==> src/rtl/sio_port.sv <==
`timescale 1ns/1ps
module sio_port #(
  parameter int M0_DIV = 12,
  parameter int M2_DIV = 64,
  parameter int OS     = 16
) (
  input  logic       clk,
  input  logic       rst_n,
  input  logic [1:0] mode,
  input  logic       rx_en,
  input  logic       addr_filt,
  input  logic       tx_bit9,
  input  logic       ovf_pulse,
  input  logic       tx_wr,
  input  logic [7:0] tx_data,
  input  logic       rx_rd,
  input  logic       rxd,
  output logic       txd,
  output logic       sclk,
  output logic [7:0] rx_data,
  output logic       rx_bit9,
  output logic       tx_irq,
  output logic       rx_irq
);
  localparam int PRE  = M2_DIV / OS;
  localparam int PW   = $clog2(PRE + 1);
  localparam int OW   = $clog2(OS);
  localparam int CW   = $clog2(M0_DIV);
  localparam int HALF = M0_DIV / 2;
  localparam int VA   = OS / 2 - 1;

  wire m0 = mode == 2'd0;
  wire m1 = mode == 2'd1;
  wire m2 = mode == 2'd2;

  logic [1:0] rx_sync;
  wire rxs = rx_sync[1];
  always_ff @(posedge clk or negedge rst_n)
    if (!rst_n) rx_sync <= 2'b11;
    else        rx_sync <= {rx_sync[0], rxd};

  logic [PW-1:0] pre;
  wire pre_end = pre == PW'(PRE - 1);
  always_ff @(posedge clk or negedge rst_n)
    if (!rst_n)       pre <= '0;
    else if (pre_end) pre <= '0;
    else              pre <= pre + PW'(1);

  wire tick = m2 ? pre_end : ovf_pulse;

  // transmitter
  logic          tx_busy;
  logic [10:0]   tx_sh;
  logic [3:0]    tx_left;
  logic [OW-1:0] tx_ph;
  logic [CW-1:0] m0_cnt;

  wire m0_end  = m0_cnt == CW'(M0_DIV - 1);
  wire tph_end = tx_ph == OW'(OS - 1);
  wire tx_step = tx_busy && (m0 ? m0_end : (tick && tph_end));
  wire tx_fin  = tx_step && tx_left == 4'd1;
  wire tx_go   = tx_wr && !tx_busy;

  always_ff @(posedge clk or negedge rst_n) begin
    if (!rst_n) begin
      tx_busy <= 1'b0;
      tx_sh   <= '1;
      tx_left <= '0;
      tx_ph   <= '0;
      m0_cnt  <= '0;
      tx_irq  <= 1'b0;
    end else if (tx_go) begin
      tx_busy <= 1'b1;
      tx_irq  <= 1'b0;
      tx_ph   <= '0;
      m0_cnt  <= '0;
      case (mode)
        2'd0:    begin tx_sh <= {3'b111, tx_data};             tx_left <= 4'd8;  end
        2'd1:    begin tx_sh <= {2'b11, tx_data, 1'b0};        tx_left <= 4'd10; end
        default: begin tx_sh <= {1'b1, tx_bit9, tx_data, 1'b0}; tx_left <= 4'd11; end
      endcase
    end else if (tx_busy) begin
      m0_cnt <= m0_end ? '0 : m0_cnt + CW'(1);
      if (tick) tx_ph <= tph_end ? '0 : tx_ph + OW'(1);
      if (tx_step) begin
        tx_sh   <= {1'b1, tx_sh[10:1]};
        tx_left <= tx_left - 4'd1;
      end
      if (tx_fin) begin
        tx_busy <= 1'b0;
        tx_irq  <= 1'b1;
      end
    end
  end

  assign txd  = tx_busy ? tx_sh[0] : 1'b1;
  assign sclk = !(tx_busy && m0 && m0_cnt < CW'(HALF));

  // shift-mode capture
  logic [7:0] m0_rx;
  wire m0_smp = tx_busy && m0 && m0_cnt == CW'(HALF);
  always_ff @(posedge clk or negedge rst_n)
    if (!rst_n)      m0_rx <= '0;
    else if (m0_smp) m0_rx <= {rxs, m0_rx[7:1]};

  // asynchronous receiver
  logic          rx_act, rx_last, va, vb;
  logic [OW-1:0] rx_ph;
  logic [3:0]    rx_idx;
  logic [9:0]    rx_sh;

  wire       vote    = (va & vb) | (va & rxs) | (vb & rxs);
  wire       at_vote = rx_act && tick && rx_ph == OW'(VA + 2);
  wire [9:0] rx_nx   = {vote, rx_sh[9:1]};
  wire       rx_end  = at_vote && rx_idx == (m1 ? 4'd9 : 4'd10);
  wire [7:0] a_dat   = m1 ? rx_nx[8:1] : rx_nx[7:0];
  wire       a_b9    = m1 ? rx_nx[9] : rx_nx[8];
  wire       a_ok    = !addr_filt || a_b9;

  always_ff @(posedge clk or negedge rst_n) begin
    if (!rst_n) begin
      rx_act  <= 1'b0;
      rx_last <= 1'b1;
      rx_ph   <= '0;
      rx_idx  <= '0;
      rx_sh   <= '0;
      va      <= 1'b1;
      vb      <= 1'b1;
    end else if (tick) begin
      rx_last <= rxs;
      if (!rx_act) begin
        if (rx_en && !m0 && rx_last && !rxs) begin
          rx_act <= 1'b1;
          rx_ph  <= '0;
          rx_idx <= '0;
        end
      end else begin
        rx_ph <= (rx_ph == OW'(OS - 1)) ? '0 : rx_ph + OW'(1);
        if (rx_ph == OW'(VA))     va <= rxs;
        if (rx_ph == OW'(VA + 1)) vb <= rxs;
        if (rx_ph == OW'(OS - 1)) rx_idx <= rx_idx + 4'd1;
        if (at_vote) begin
          if (rx_idx == 4'd0) begin
            if (vote) rx_act <= 1'b0;
          end else begin
            rx_sh <= rx_nx;
          end
          if (rx_end) rx_act <= 1'b0;
        end
      end
    end
  end

  // holding register
  wire m0_wr = tx_fin && m0 && rx_en;
  wire a_wr  = rx_end && a_ok && rx_en;

  always_ff @(posedge clk or negedge rst_n) begin
    if (!rst_n) begin
      rx_irq  <= 1'b0;
      rx_data <= '0;
      rx_bit9 <= 1'b0;
    end else begin
      if (rx_rd) rx_irq <= 1'b0;
      if (!rx_irq && (m0_wr || a_wr)) begin
        rx_irq  <= 1'b1;
        rx_data <= m0_wr ? m0_rx : a_dat;
        rx_bit9 <= m0_wr ? 1'b0 : a_b9;
      end
    end
  end
endmodule


==> config.mk <==
export PLATFORM = sky130hd
export DESIGN_NAME = sio_port
export DESIGN_NICKNAME = d
export VERILOG_FILES = /design/src/rtl/sio_port.sv
export SDC_FILE = /design/constraint.sdc
export NUM_CORES = 1
export LEC_CHECK = 0
export BUFFER_PORTS_ARGS = -buffer_cell sky130_fd_sc_hd__buf_2
export CORE_MARGIN = 1.5
export CORE_UTILIZATION = 50
export DETAILED_ROUTE_END_ITERATION = 10
export GPL_TIMING_DRIVEN = 0
export PLACE_DENSITY = 0.69
export SYNTH_ARGS = -nofsm -noshare
export SYNTH_HDL_FRONTEND = slang
export SYNTH_SLANG_ARGS = --single-unit
==> constraint.sdc <==
create_clock -name clk -period 3.9 [get_ports clk]
set_clock_uncertainty 0.15 [all_clocks]
set_input_delay 0.39 -clock clk [delete_from_list [all_inputs] [get_ports clk]]
set_output_delay 0.39 -clock clk [all_outputs]
set_load 0.01 [all_outputs]
==> impl_metrics.py <==
metrics = {
    "run_status": {
        "status": "complete, but fails checks",
        "violations": "negative hold slack",
    },
    "synthesis": {
        "ys.warnings.count": 0,
        "syn_avg_cell_area_um2": 11.08,
        "synth.distinct_cells": 42,
        "synth_flop_cell": "dfrtp_1",
        "yosys.area_share.adder_pct": 4.231,
        "synth_top_family_by_area": "multiplexers",
        "seq_area_frac_synth_pct": 49.30,
        "async_flop_share_pct": 100.0,
        "synth_mux_area_share_pct": 17.00,
        "yosys.area_share.simple_pct": 13.84,
        "synth_xor_area_share_pct": 0.7530,
        "synthCells": 315,
        "synth-compound-area-share_pct": 11.29,
        "synthesis.nets": 345,
        "synth-edff-count": 0,
        "syn_area_um2": 3490,
        "ys_ff_latch": 68,
    },
    "layout": {
        "multi_input_area_um2": 1644,
        "layout-drive-gt1-share_pct": 27.27,
        "nets": 388,
        "finalNonFillerCells": 443,
        "num-fill-cells": 587,
        "register_area_um2": 1720,
        "antennaDiodeCount": 0,
        "area_growth_pct": 14.81,
    },
    "clocking": {
        "root_buffer": "clkbuf_8",
        "cts_sinks": 68,
        "cts_htree_levels": 3,
        "cts_buffers": 9,
        "clockBufferDepth": 2,
        "clk_latency_ps": 340,
        "clk_pin_slew_worst_paths_ps": 80,
        "post_cts_buffers": 0,
        "cts_tree": "yes",
    },
    "placed_design": {
        "portBuffers": 31,
        "finalWeightedCongestion": 0.8219,
        "dp_hpwl_mm": 4.521,
        "dpl.cell_count": 426,
    },
    "global_routing": {
        "grt_max_degree": 69,
        "grt_use_total_pct": 19.40,
        "antenna_found_initial": 0,
        "grt_pass1_wl_mm": 11.21,
        "grt_pass1_vias": 2376,
        "grt_remaining_overflow": 0,
    },
    "worst_setup_path": {
        "cpPeakStageDelay_ps": 410,
        "required_ps": 3970,
        "critPathArrivalTime_ps": 2690,
        "cp_slowest_cell": "dfrtp_1",
        "end_kind": "flop",
        "critical_path.top_delay_family": "simple AND/OR/NAND/NOR gates",
        "startpoint_type": "flop",
        "cp_cell_sequence": "ha_1 > and3b_1 > and3_1 > clkbuf_1 > nand4_1 > o22a_1 > buf_6 > mux2_4",
        "path_max_fanout": 9,
        "path_buf_inv": 2,
        "critPathKind": "reg2reg",
    },
    "detailed_routing": {
        "drt_iter0_markers": 133,
        "drt-vias-per-instance": 5.562,
        "vias": 2464,
        "first_pass_iters": 4,
        "drtAntennaViolNets": 0,
        "routed_wl_mm": 6.512,
        "wl_per_cell_um": 14.70,
        "drc": 0,
    },
    "die": {
        "die_w_um": 86.54,
        "die_area_um2": 7489,
        "rows": 30,
        "design.core.area_um2": 6756,
        "die_h_um": 86.54,
        "num_io_pins": 32,
        "start_util_pct": 51.65,
    },
    "timing": {
        "whs_ps": -5.892,
        "max_freq_mhz": 382.6,
        "setup_tns_ps": 0,
        "finalSetupViolCount": 0,
        "drv_slew": 0,
        "post-route-min-period_ps": 2614,
        "final-hold-violation-count": 2,
        "tightest_slew_ps": 858.2,
        "rsz0062_at_grt": "false",
        "relSlewSlack_pct": 42.79,
        "min_period_over_period_pct": 67.02,
    },
    "flow_run": {
        "max-cap-violations": 0,
    },
    "power_and_ir_drop": {
        "p_per_area_nw_per_um2": 558.6,
        "power.leakage_nw": 2.029,
        "irDropWorstVdd_mv": 0.3367,
        "total_power_mw": 2.238,
    },
    "min_path": {
        "min_path_type": "in2async",
    },
}
## cells by family (layout without fill, tap and decap cells)
group,Yosys count,in the layout
mux,52,52
xor+xnor,3,3
compound gates,60,60
flops,68,68
buf+inv,29,77
fa+ha+maj,12,12
simple gates,91,91
## sequential cells by signal (all words and copies together) (netlist names), 2 cells and up
register and cells:
rx_data 8, rx_idx 4, rx_sync 2, rx_ph 4, tx_sh 10, m0_cnt 4, m0_rx 8, pre 3
rx_sh 9, tx_ph 4, tx_left 4
## final cells by class
| type | instances | area share, % |
|---|---|---|
| Clock inverter | 6 | 2.780 |
| Buffer | 14 | 1.718 |
| Multi-Input combinational cell | 218 | 41.04 |
| Timing Repair Buffer | 32 | 4.185 |
| Sequential cell | 68 | 42.94 |
| Inverter | 15 | 1.405 |
| Clock buffer | 10 | 3.435 |
| Tap cell | 80 | 2.498 |
## final timing paths
check                                            from                      to  slack, ps  cells after the start
worst max register to register  m0_cnt[1]$_DFFE_PN0P_  rx_data[4]$_DFFE_PN0P_       1290                      8
max in group asynchronous                       rst_n   rx_idx[1]$_DFFE_PN0P_       3020                      1
worst max-delay path            m0_cnt[1]$_DFFE_PN0P_  rx_data[4]$_DFFE_PN0P_       1290                      8
min in group clk                                rx_rd      rx_irq$_DFFE_PN0P_         80                      2
worst min-delay path                            rst_n    rx_ph[1]$_DFFE_PN0P_         -6                      1
worst min register to register   rx_sync[0]$_DFF_PN1_    rx_sync[1]$_DFF_PN1_        210                      0
## Yosys cell counts (2+ instances only)
cell type	instances	share of area [%]
mux2_2	22	7.1
mux2i_1	21	6.0
buf_6	2	0.65
o21ai_0	15	2.2
a22o_1	3	0.75
nand3_1	14	2.0
o31ai_1	2	0.43
o22ai_1	2	0.36
or3_1	2	0.36
nand4_1	6	1.1
and2_1	9	1.6
inv_1	15	1.6
a2bb2oi_1	8	2.0
nor2b_1	6	1.1
dfstp_2	15	11
clkbuf_1	11	1.2
dfrtp_1	53	38
a211oi_1	7	1.5
mux2_4	9	3.9
xor2_1	2	0.50
nor3_1	2	0.29
nor2_1	14	1.5
and3b_1	2	0.50
nand2_1	20	2.2
a31oi_1	2	0.36
ha_1	11	3.9
nand2b_1	6	1.1
and3_1	5	0.90
a21oi_1	16	2.3
## repair_timing
action                                 in CTS  in global routing
resized for setup                           0                  0
endpoints found under the hold margin       1                  0
hold buffers                                1                  0
## report_power, final
group / switching, mW / internal, mW / leakage (nW)
Combinational: 0.248 / 0.238 / 1.06
Sequential: 0.133 / 0.911 / 0.849
Clock: 0.266 / 0.442 / 0.122
## through the flow
stage          util [%]  instance area, um^2  setup WS, ps  hold WS [ps]
3_3_place_gp      55.43                 3745          1231         197.6
2_1_floorplan         -                 3490          1609        -55.59
4_1_cts           59.30                 4006          1284         27.98
3_5_place_dp      55.46                 3747          1242         198.8
6_report          59.30                 4006          1286        -5.892
5_1_grt           59.30                 4006          1114         70.23
## worst reg2reg max path, stage by stage (launching register included)
cell	delay, ps
dfrtp_1	410
ha_1	210
and3b_1	210
and3_1	160
clkbuf_1	160
nand4_1	390
o22a_1	340
buf_6	160
mux2_4	300
## routing by layer
metal  track usage, %  vias to the layer above  wire (um)
met4            6.745                        0         60
li1                 -                     1213          -
met1            26.27                     1202       3173
met2            30.26                       43       3038
met5                0                        -          0
met3            5.143                        6        240
## layout by cell type (no fill, tap or decap), types with 9 or more instances in the layout
cell type  netlist  final
dfrtp_1         53     53
buf_2            1     31
mux2_2          22     22
mux2i_1         21     21
nand2_1         20     20
a21oi_1         16     16
inv_1           15     15
o21ai_0         15     15
dfstp_2         15     15
nor2_1          14     14
nand3_1         14     14
clkbuf_1        11     11
ha_1            11     11
clkbuf_8         0     10
mux2_4           9      9
and2_1           9      9
No activity file was read; power rests on OpenSTA's default activity.
